$ cat config.mk
export PLATFORM = sky130hd
export DESIGN_NAME = s_trap_ctrl
export DESIGN_NICKNAME = d
export VERILOG_FILES = /design/src/rtl/s_trap_pkg.sv /design/src/rtl/s_trap_irq.sv /design/src/rtl/s_trap_status.sv /design/src/rtl/s_trap_csr.sv /design/src/rtl/s_trap_ctrl.sv
export SDC_FILE = /design/constraint.sdc
export NUM_CORES = 1
export LEC_CHECK = 0
export BUFFER_PORTS_ARGS = -buffer_cell sky130_fd_sc_hd__buf_2
export CORE_UTILIZATION = 29
export CTS_CLUSTER_SIZE = 14
export DETAILED_ROUTE_END_ITERATION = 10
export GPL_ROUTABILITY_DRIVEN = 0
export HOLD_SLACK_MARGIN = 0.02
export PLACE_DENSITY = 0.62
export REMOVE_ABC_BUFFERS = 1
export SYNTH_ARGS = -nofsm -noshare
export SYNTH_HDL_FRONTEND = slang
export SYNTH_SLANG_ARGS = --single-unit
$ cat constraint.sdc
create_clock -name clk_i -period 4.5 [get_ports clk_i]
set_input_delay 0.9 -clock clk_i [delete_from_list [all_inputs] [get_ports clk_i]]
set_output_delay 0.9 -clock clk_i [all_outputs]
set_load 0.005 [all_outputs]
$ cat src/rtl/s_trap_pkg.sv
package s_trap_pkg;
  typedef enum logic [1:0] {
    PRIV_U = 2'b00,
    PRIV_S = 2'b01
  } priv_e;
endpackage

$ cat src/rtl/s_trap_irq.sv
module s_trap_irq (
  input  logic clk_i,
  input  logic rst_ni,
  input  logic tmr_irq_i,
  input  logic gie_i,
  input  logic en_we_i,
  input  logic en_wd_i,
  input  logic take_i,
  output logic req_o,
  output logic en_o,
  output logic pend_o
);
  logic en_q, pend_q;

  always_ff @(posedge clk_i or negedge rst_ni) begin
    if (!rst_ni) begin
      en_q   <= 1'b0;
      pend_q <= 1'b0;
    end else begin
      if (en_we_i) en_q <= en_wd_i;
      if (take_i) pend_q <= 1'b0;
      else if (tmr_irq_i && gie_i && !en_q) pend_q <= 1'b1;
    end
  end

  assign req_o  = gie_i & en_q & (tmr_irq_i | pend_q);
  assign en_o   = en_q;
  assign pend_o = pend_q;

  AST_PEND_SET: assert property (@(posedge clk_i) disable iff (!rst_ni)
    tmr_irq_i && gie_i && !en_q |=> pend_q);
  AST_PEND_HOLD_NO_GIE: assert property (@(posedge clk_i) disable iff (!rst_ni)
    !gie_i && !take_i |=> pend_q == $past(pend_q));
  AST_TAKE_CLR: assert property (@(posedge clk_i) disable iff (!rst_ni)
    take_i |=> !pend_q);
endmodule

$ cat src/rtl/s_trap_status.sv
module s_trap_status
  import s_trap_pkg::*;
(
  input  logic       clk_i,
  input  logic       rst_ni,
  input  logic       trap_i,
  input  logic       ret_i,
  input  logic       gie_we_i,
  input  logic       gie_wd_i,
  output logic       gie_o,
  output logic       prev_ie_o,
  output logic       prev_priv_o,
  output logic [1:0] priv_o
);
  logic  gie_q, pie_q, ppriv_q;
  priv_e priv_q;

  always_ff @(posedge clk_i or negedge rst_ni) begin
    if (!rst_ni) begin
      gie_q   <= 1'b0;
      pie_q   <= 1'b0;
      ppriv_q <= 1'b0;
      priv_q  <= PRIV_S;
    end else if (trap_i) begin
      pie_q   <= gie_q;
      gie_q   <= 1'b0;
      ppriv_q <= (priv_q == PRIV_S);
      priv_q  <= PRIV_S;
    end else if (ret_i) begin
      gie_q   <= 1'b1;
      pie_q   <= 1'b1;
      ppriv_q <= 1'b0;
      priv_q  <= ppriv_q ? PRIV_S : PRIV_U;
    end else if (gie_we_i) begin
      gie_q <= gie_wd_i;
    end
  end

  assign gie_o       = gie_q;
  assign prev_ie_o   = pie_q;
  assign prev_priv_o = ppriv_q;
  assign priv_o      = priv_q;

  AST_TRAP_GIE_CLR: assert property (@(posedge clk_i) disable iff (!rst_ni)
    trap_i |=> !gie_q && pie_q == $past(gie_q) && priv_q == PRIV_S);
  AST_TRAP_PPRIV: assert property (@(posedge clk_i) disable iff (!rst_ni)
    trap_i |=> ppriv_q == ($past(priv_q) == PRIV_S));
  AST_RET_BITS: assert property (@(posedge clk_i) disable iff (!rst_ni)
    ret_i && !trap_i |=> gie_q && pie_q && !ppriv_q);
  AST_RET_PRIV: assert property (@(posedge clk_i) disable iff (!rst_ni)
    ret_i && !trap_i |=> priv_q == ($past(ppriv_q) ? PRIV_S : PRIV_U));
endmodule

$ cat src/rtl/s_trap_csr.sv
module s_trap_csr #(
  parameter int XLEN      = 32,
  parameter int TMR_CAUSE = 5,
  localparam int CAUSE_W  = XLEN - 1
) (
  input  logic               clk_i,
  input  logic               rst_ni,
  input  logic               trap_i,
  input  logic               irq_i,
  input  logic [CAUSE_W-1:0] cause_i,
  input  logic [XLEN-1:0]    epc_i,
  input  logic [XLEN-1:0]    pc_i,
  output logic [XLEN-1:0]    scause_o,
  output logic [XLEN-1:0]    sepc_o
);
  logic [XLEN-1:0] scause_q, sepc_q;

  always_ff @(posedge clk_i or negedge rst_ni) begin
    if (!rst_ni) begin
      scause_q <= '0;
      sepc_q   <= '0;
    end else if (trap_i) begin
      scause_q <= irq_i ? {1'b1, CAUSE_W'(TMR_CAUSE)} : {1'b0, cause_i};
      sepc_q   <= irq_i ? pc_i : epc_i;
    end
  end

  assign scause_o = scause_q;
  assign sepc_o   = sepc_q;

  AST_EXC_CAUSE: assert property (@(posedge clk_i) disable iff (!rst_ni)
    trap_i && !irq_i |=> !scause_q[XLEN-1] && sepc_q == $past(epc_i));
  AST_IRQ_CAUSE: assert property (@(posedge clk_i) disable iff (!rst_ni)
    trap_i && irq_i |=> scause_q[XLEN-1] && sepc_q == $past(pc_i));
  AST_HOLD: assert property (@(posedge clk_i) disable iff (!rst_ni)
    !trap_i |=> $stable(scause_q) && $stable(sepc_q));
endmodule

$ cat src/rtl/s_trap_ctrl.sv
module s_trap_ctrl
  import s_trap_pkg::*;
#(
  parameter int XLEN      = 32,
  parameter int TMR_CAUSE = 5,
  localparam int CAUSE_W  = XLEN - 1
) (
  input  logic               clk_i,
  input  logic               rst_ni,
  input  logic               exc_valid_i,
  input  logic [CAUSE_W-1:0] exc_cause_i,
  input  logic [XLEN-1:0]    exc_pc_i,
  input  logic               tmr_irq_i,
  input  logic               sret_i,
  input  logic [XLEN-1:0]    pc_i,
  input  logic [XLEN-1:0]    tvec_i,
  input  logic               gie_we_i,
  input  logic               gie_wd_i,
  input  logic               tmr_en_we_i,
  input  logic               tmr_en_wd_i,
  output logic               redirect_o,
  output logic [XLEN-1:0]    redirect_pc_o,
  output logic [1:0]         priv_o,
  output logic               gie_o,
  output logic               prev_ie_o,
  output logic               prev_priv_o,
  output logic [XLEN-1:0]    scause_o,
  output logic [XLEN-1:0]    sepc_o,
  output logic               tmr_en_o,
  output logic               tmr_pend_o
);
  logic irq_req, irq_take, trap, ret_take, gie;

  // exception > interrupt > return
  assign irq_take = irq_req & ~exc_valid_i;
  assign trap     = exc_valid_i | irq_req;
  assign ret_take = sret_i & ~trap;

  s_trap_irq u_irq (
    .clk_i     (clk_i),
    .rst_ni    (rst_ni),
    .tmr_irq_i (tmr_irq_i),
    .gie_i     (gie),
    .en_we_i   (tmr_en_we_i),
    .en_wd_i   (tmr_en_wd_i),
    .take_i    (irq_take),
    .req_o     (irq_req),
    .en_o      (tmr_en_o),
    .pend_o    (tmr_pend_o)
  );

  s_trap_status u_status (
    .clk_i       (clk_i),
    .rst_ni      (rst_ni),
    .trap_i      (trap),
    .ret_i       (ret_take),
    .gie_we_i    (gie_we_i),
    .gie_wd_i    (gie_wd_i),
    .gie_o       (gie),
    .prev_ie_o   (prev_ie_o),
    .prev_priv_o (prev_priv_o),
    .priv_o      (priv_o)
  );

  s_trap_csr #(.XLEN(XLEN), .TMR_CAUSE(TMR_CAUSE)) u_csr (
    .clk_i    (clk_i),
    .rst_ni   (rst_ni),
    .trap_i   (trap),
    .irq_i    (irq_take),
    .cause_i  (exc_cause_i),
    .epc_i    (exc_pc_i),
    .pc_i     (pc_i),
    .scause_o (scause_o),
    .sepc_o   (sepc_o)
  );

  assign gie_o         = gie;
  assign redirect_o    = trap | ret_take;
  assign redirect_pc_o = ret_take ? sepc_o : tvec_i;

  AST_EXC_REDIRECT: assert property (@(posedge clk_i) disable iff (!rst_ni)
    exc_valid_i |-> redirect_o && redirect_pc_o == tvec_i);
  AST_NO_IRQ_WO_GIE: assert property (@(posedge clk_i) disable iff (!rst_ni)
    !gie_o && !exc_valid_i && !sret_i |-> !redirect_o);
  AST_RET_TARGET: assert property (@(posedge clk_i) disable iff (!rst_ni)
    sret_i && !exc_valid_i && !(gie_o && tmr_en_o && (tmr_irq_i || tmr_pend_o))
      |-> redirect_o && redirect_pc_o == sepc_o);
  AST_EXC_BEATS_IRQ: assert property (@(posedge clk_i) disable iff (!rst_ni)
    exc_valid_i |=> !scause_o[XLEN-1]);
endmodule

==> impl_metrics.env <==
export IMPL_status="finished clean"
export IMPL_wirelength_microns=9774
export IMPL_power_leakage_nw=2.639
export IMPL_seq_area_frac_synth_pct=52.75
export IMPL_synth_top_cell_by_area="dfrtp_1"
export IMPL_pre_cts_slack_ps=1116
export IMPL_first_iter_violations=166
export IMPL_grt_pass1_wl_microns=14240
export IMPL_final_antenna_net_count=0
export IMPL_cpPeakStageDelay_ps=520
export IMPL_cts_hold_fix_buffers=0
export IMPL_htreeDepth=3
export IMPL_cts_setup_buffers=0
export IMPL_syn_inst=244
export IMPL_dp_hpwl_microns=7124
export IMPL_clkLatencyLatePin_ps=320
export IMPL_ir_drop_mv=0.1889
export IMPL_num_io_pins=240
export IMPL_critPathKind="in2out"
export IMPL_crit_chain="buf_2 > o211ai_2 > nand3b_4 > mux2_4 > buf_2"
export IMPL_drv_slew=0
export IMPL_cts_sinks=70
export IMPL_setup_viol=0
export IMPL_clock_fmax_mhz=296.6
export IMPL_syn2layout_area_growth_pct=47.29
export IMPL_critPathLaunch="tmr_irq_i"
export IMPL_hold_class="reg2reg"
export IMPL_chipHeight_microns=109.0
export IMPL_crit_slowest_cell="nand3b_4"
export IMPL_cts_buffers=9
export IMPL_dr_pass1_iters=4
export IMPL_grt_use_total_pct=16.01
export IMPL_initial_core_util_pct=30.26
export IMPL_max_slew_margin_rel_pct=40.36
export IMPL_crit_end="redirect_pc_o[26]"
export IMPL_ys_seq_elements=70
export IMPL_clkTransAtPathRegs_ps=50
export IMPL_clock_root_buffer="clkbuf_16"
export IMPL_dieArea_sq_mm=0.01189
export IMPL_core_area_sq_mm=0.01098
export IMPL_final_net_count=611
export IMPL_r2r_end="u_csr.sepc_o[11]"
export IMPL_rr_worst_depth=4
export IMPL_powerDensity_mw_per_mm2=371.4
export IMPL_syn_area_per_cell_sq_um=13.62
export IMPL_startpoint_type="primary input"
export IMPL_tightest_slew_ps=894.6
export IMPL_power_mw=1.818
export IMPL_cts_tree="done"
export IMPL_end_kind="output pin"
export IMPL_fin_worst_skew_ps=4.039
export IMPL_hold_ws_ps=494.5
export IMPL_grt_pass1_vias=2762
export IMPL_crit_fanout=32
export IMPL_path_depth=5
export IMPL_fin_setup_tns_ps=0
export IMPL_dpl_cell_area_sq_mm=0.004594
export IMPL_crit_required_ps=3600
export IMPL_netlist_area_sq_mm=0.003323
export IMPL_yosysWarnings=0
export IMPL_crit_buf_inv=2
export IMPL_synthDistinctLibCells=27
export IMPL_vias_per_cell=4.756
export IMPL_synth_area_leaders="dfrtp_1 (52%), mux2_4 (14%), a221o_1 (9.6%)"
export IMPL_crit_path_frequent_cell="buf_2"
export IMPL_layout_drive_gt1_share_pct=61.46
export IMPL_cts_repair_resize_count=0
export IMPL_setup_ws_ps=1128
export IMPL_crit_family="simple AND/OR/NAND/NOR gates"
export IMPL_synth_top_cell_area_share_pct=51.96
export IMPL_overflow=0
export IMPL_post_route_period_util_pct=74.93
export IMPL_portBuffers=238
export IMPL_drv_cap=0
export IMPL_rows=38
export IMPL_antenna_found_initial=0
export IMPL_wl_per_cell_microns=15.76
export IMPL_vias=2949
export IMPL_rsz0062_at_grt="false"
export IMPL_grt_max_degree=72
export IMPL_post_route_drc_count=0
export IMPL_rr_startpoint="u_irq.pend_o"
export IMPL_arrival_ps=2470
export IMPL_min_period_ps=3372
export IMPL_dieWidth_microns=109.0
export IMPL_diodes=0
export IMPL_r2r_setup_slack_ps=2470
export IMPL_hold_viol=0
export IMPL_clk_path_buf_depth=2
export IMPL_final_area_sq_mm=0.004895
## placed cells by master (no fill, tap or decap), types with 2 or more instances in the layout
cell and n:
and2_1 32, buf_4 4, mux2_2 3, a22o_1 29, buf_2 237, a2bb2oi_1 3
dfrtp_1 69, mux2_4 30, nor2_1 3, inv_1 3, clkbuf_16 9, o21ai_0 4
a221o_1 32, clkinv_2 2, nand2b_1 2
## sequential cells by signal, summed over array words and instances (netlist names)
register	flops
u_irq.pend_o	1
u_status.priv_o	1
u_status.gie_o	1
u_csr.scause_o	32
u_csr.sepc_o	32
u_status.prev_priv_o	1
u_irq.en_o	1
u_status.prev_ie_o	1
## kinds of logic after synthesis
kind of cell           after synthesis  synth area share (%)
AOI/OAI and AO/OA                   72                 19.95
and+or+nand+nor                     43                 8.133
muxes                               34                 14.87
DFF                                 70                 52.75
other                                1                0.1128
buffers and inverters               24                 4.179
## per-layer routing
| layer | global-route usage [%] | wire, microns | share of wire (%) |
|---|---|---|---|
| met4 | 5.019 | 99 | 1.0 |
| met3 | 5.021 | 854 | 8.7 |
| met2 | 27.58 | 4710 | 48 |
| met5 | 0 | 0 | 0 |
| met1 | 18.88 | 4109 | 42 |
## worst min-delay path by stage
| stage | startpoint | to | slack, ps | cells after the start |
|---|---|---|---|---|
| 6_report | u_csr.scause_o[29] | u_csr.scause_o[29] | 490 | 1 |
| 5_1_grt | u_csr.scause_o[18] | u_csr.scause_o[18] | 510 | 1 |
| 4_1_cts | u_csr.scause_o[18] | u_csr.scause_o[18] | 500 | 1 |
| 3_5_place_dp | u_csr.scause_o[18] | u_csr.scause_o[18] | 480 | 1 |
| 3_3_place_gp | u_csr.scause_o[29] | u_csr.scause_o[29] | 470 | 1 |
| 2_1_floorplan | u_csr.scause_o[10] | u_csr.scause_o[10] | 490 | 1 |
## layout make-up
type | count | area, sq um
fillers | 1007 | 6088
repair buffers | 241 | 1216
multi-input cells | 150 | 1439
well taps | 140 | 175.2
clock buffers | 11 | 242.7
flip-flops and latches | 70 | 1753
inverters | 3 | 11.26
clock inverters | 5 | 57.56
## worst reg2reg max path, cell delays in order, from the launching register on
cell	delay [ps]
dfrtp_1	430
o211a_4	280
nor2_4	540
buf_4	500
a221o_1	230
## through the flow
step                      util (%)  cells
after global routing         44.57    620
after detailed placement     41.83    604
after CTS                    44.57    620
after floorplan                  -    223
final                        44.57    620
after global placement       41.83    604
## power breakdown
| part | switching [mW] | internal [mW] | leakage (nW) | total, mW |
|---|---|---|---|---|
| logic | 0.150 | 0.214 | 1.64 | 0.364 |
| clock network | 0.255 | 0.445 | 0.150 | 0.700 |
| registers | 0.0543 | 0.700 | 0.848 | 0.754 |
| total | 0.459 | 1.36 | 2.64 | 1.82 |
## cells in the mapped netlist (all sizes together)
master   count
mux2        33
a221o       32
conb         1
or3          1
a211oi       1
o21ai        4
o211a        1
o211ai       1
nand2b       2
inv          3
a22o        29
clkbuf       5
dfstp        1
a21oi        1
nor2b        1
dfrtp       69
and2        32
mux2i        1
nand3b       1
nor2         5
a2bb2oi      3
buf         16
nand2        1
No activity file was read; power rests on OpenSTA's default activity.
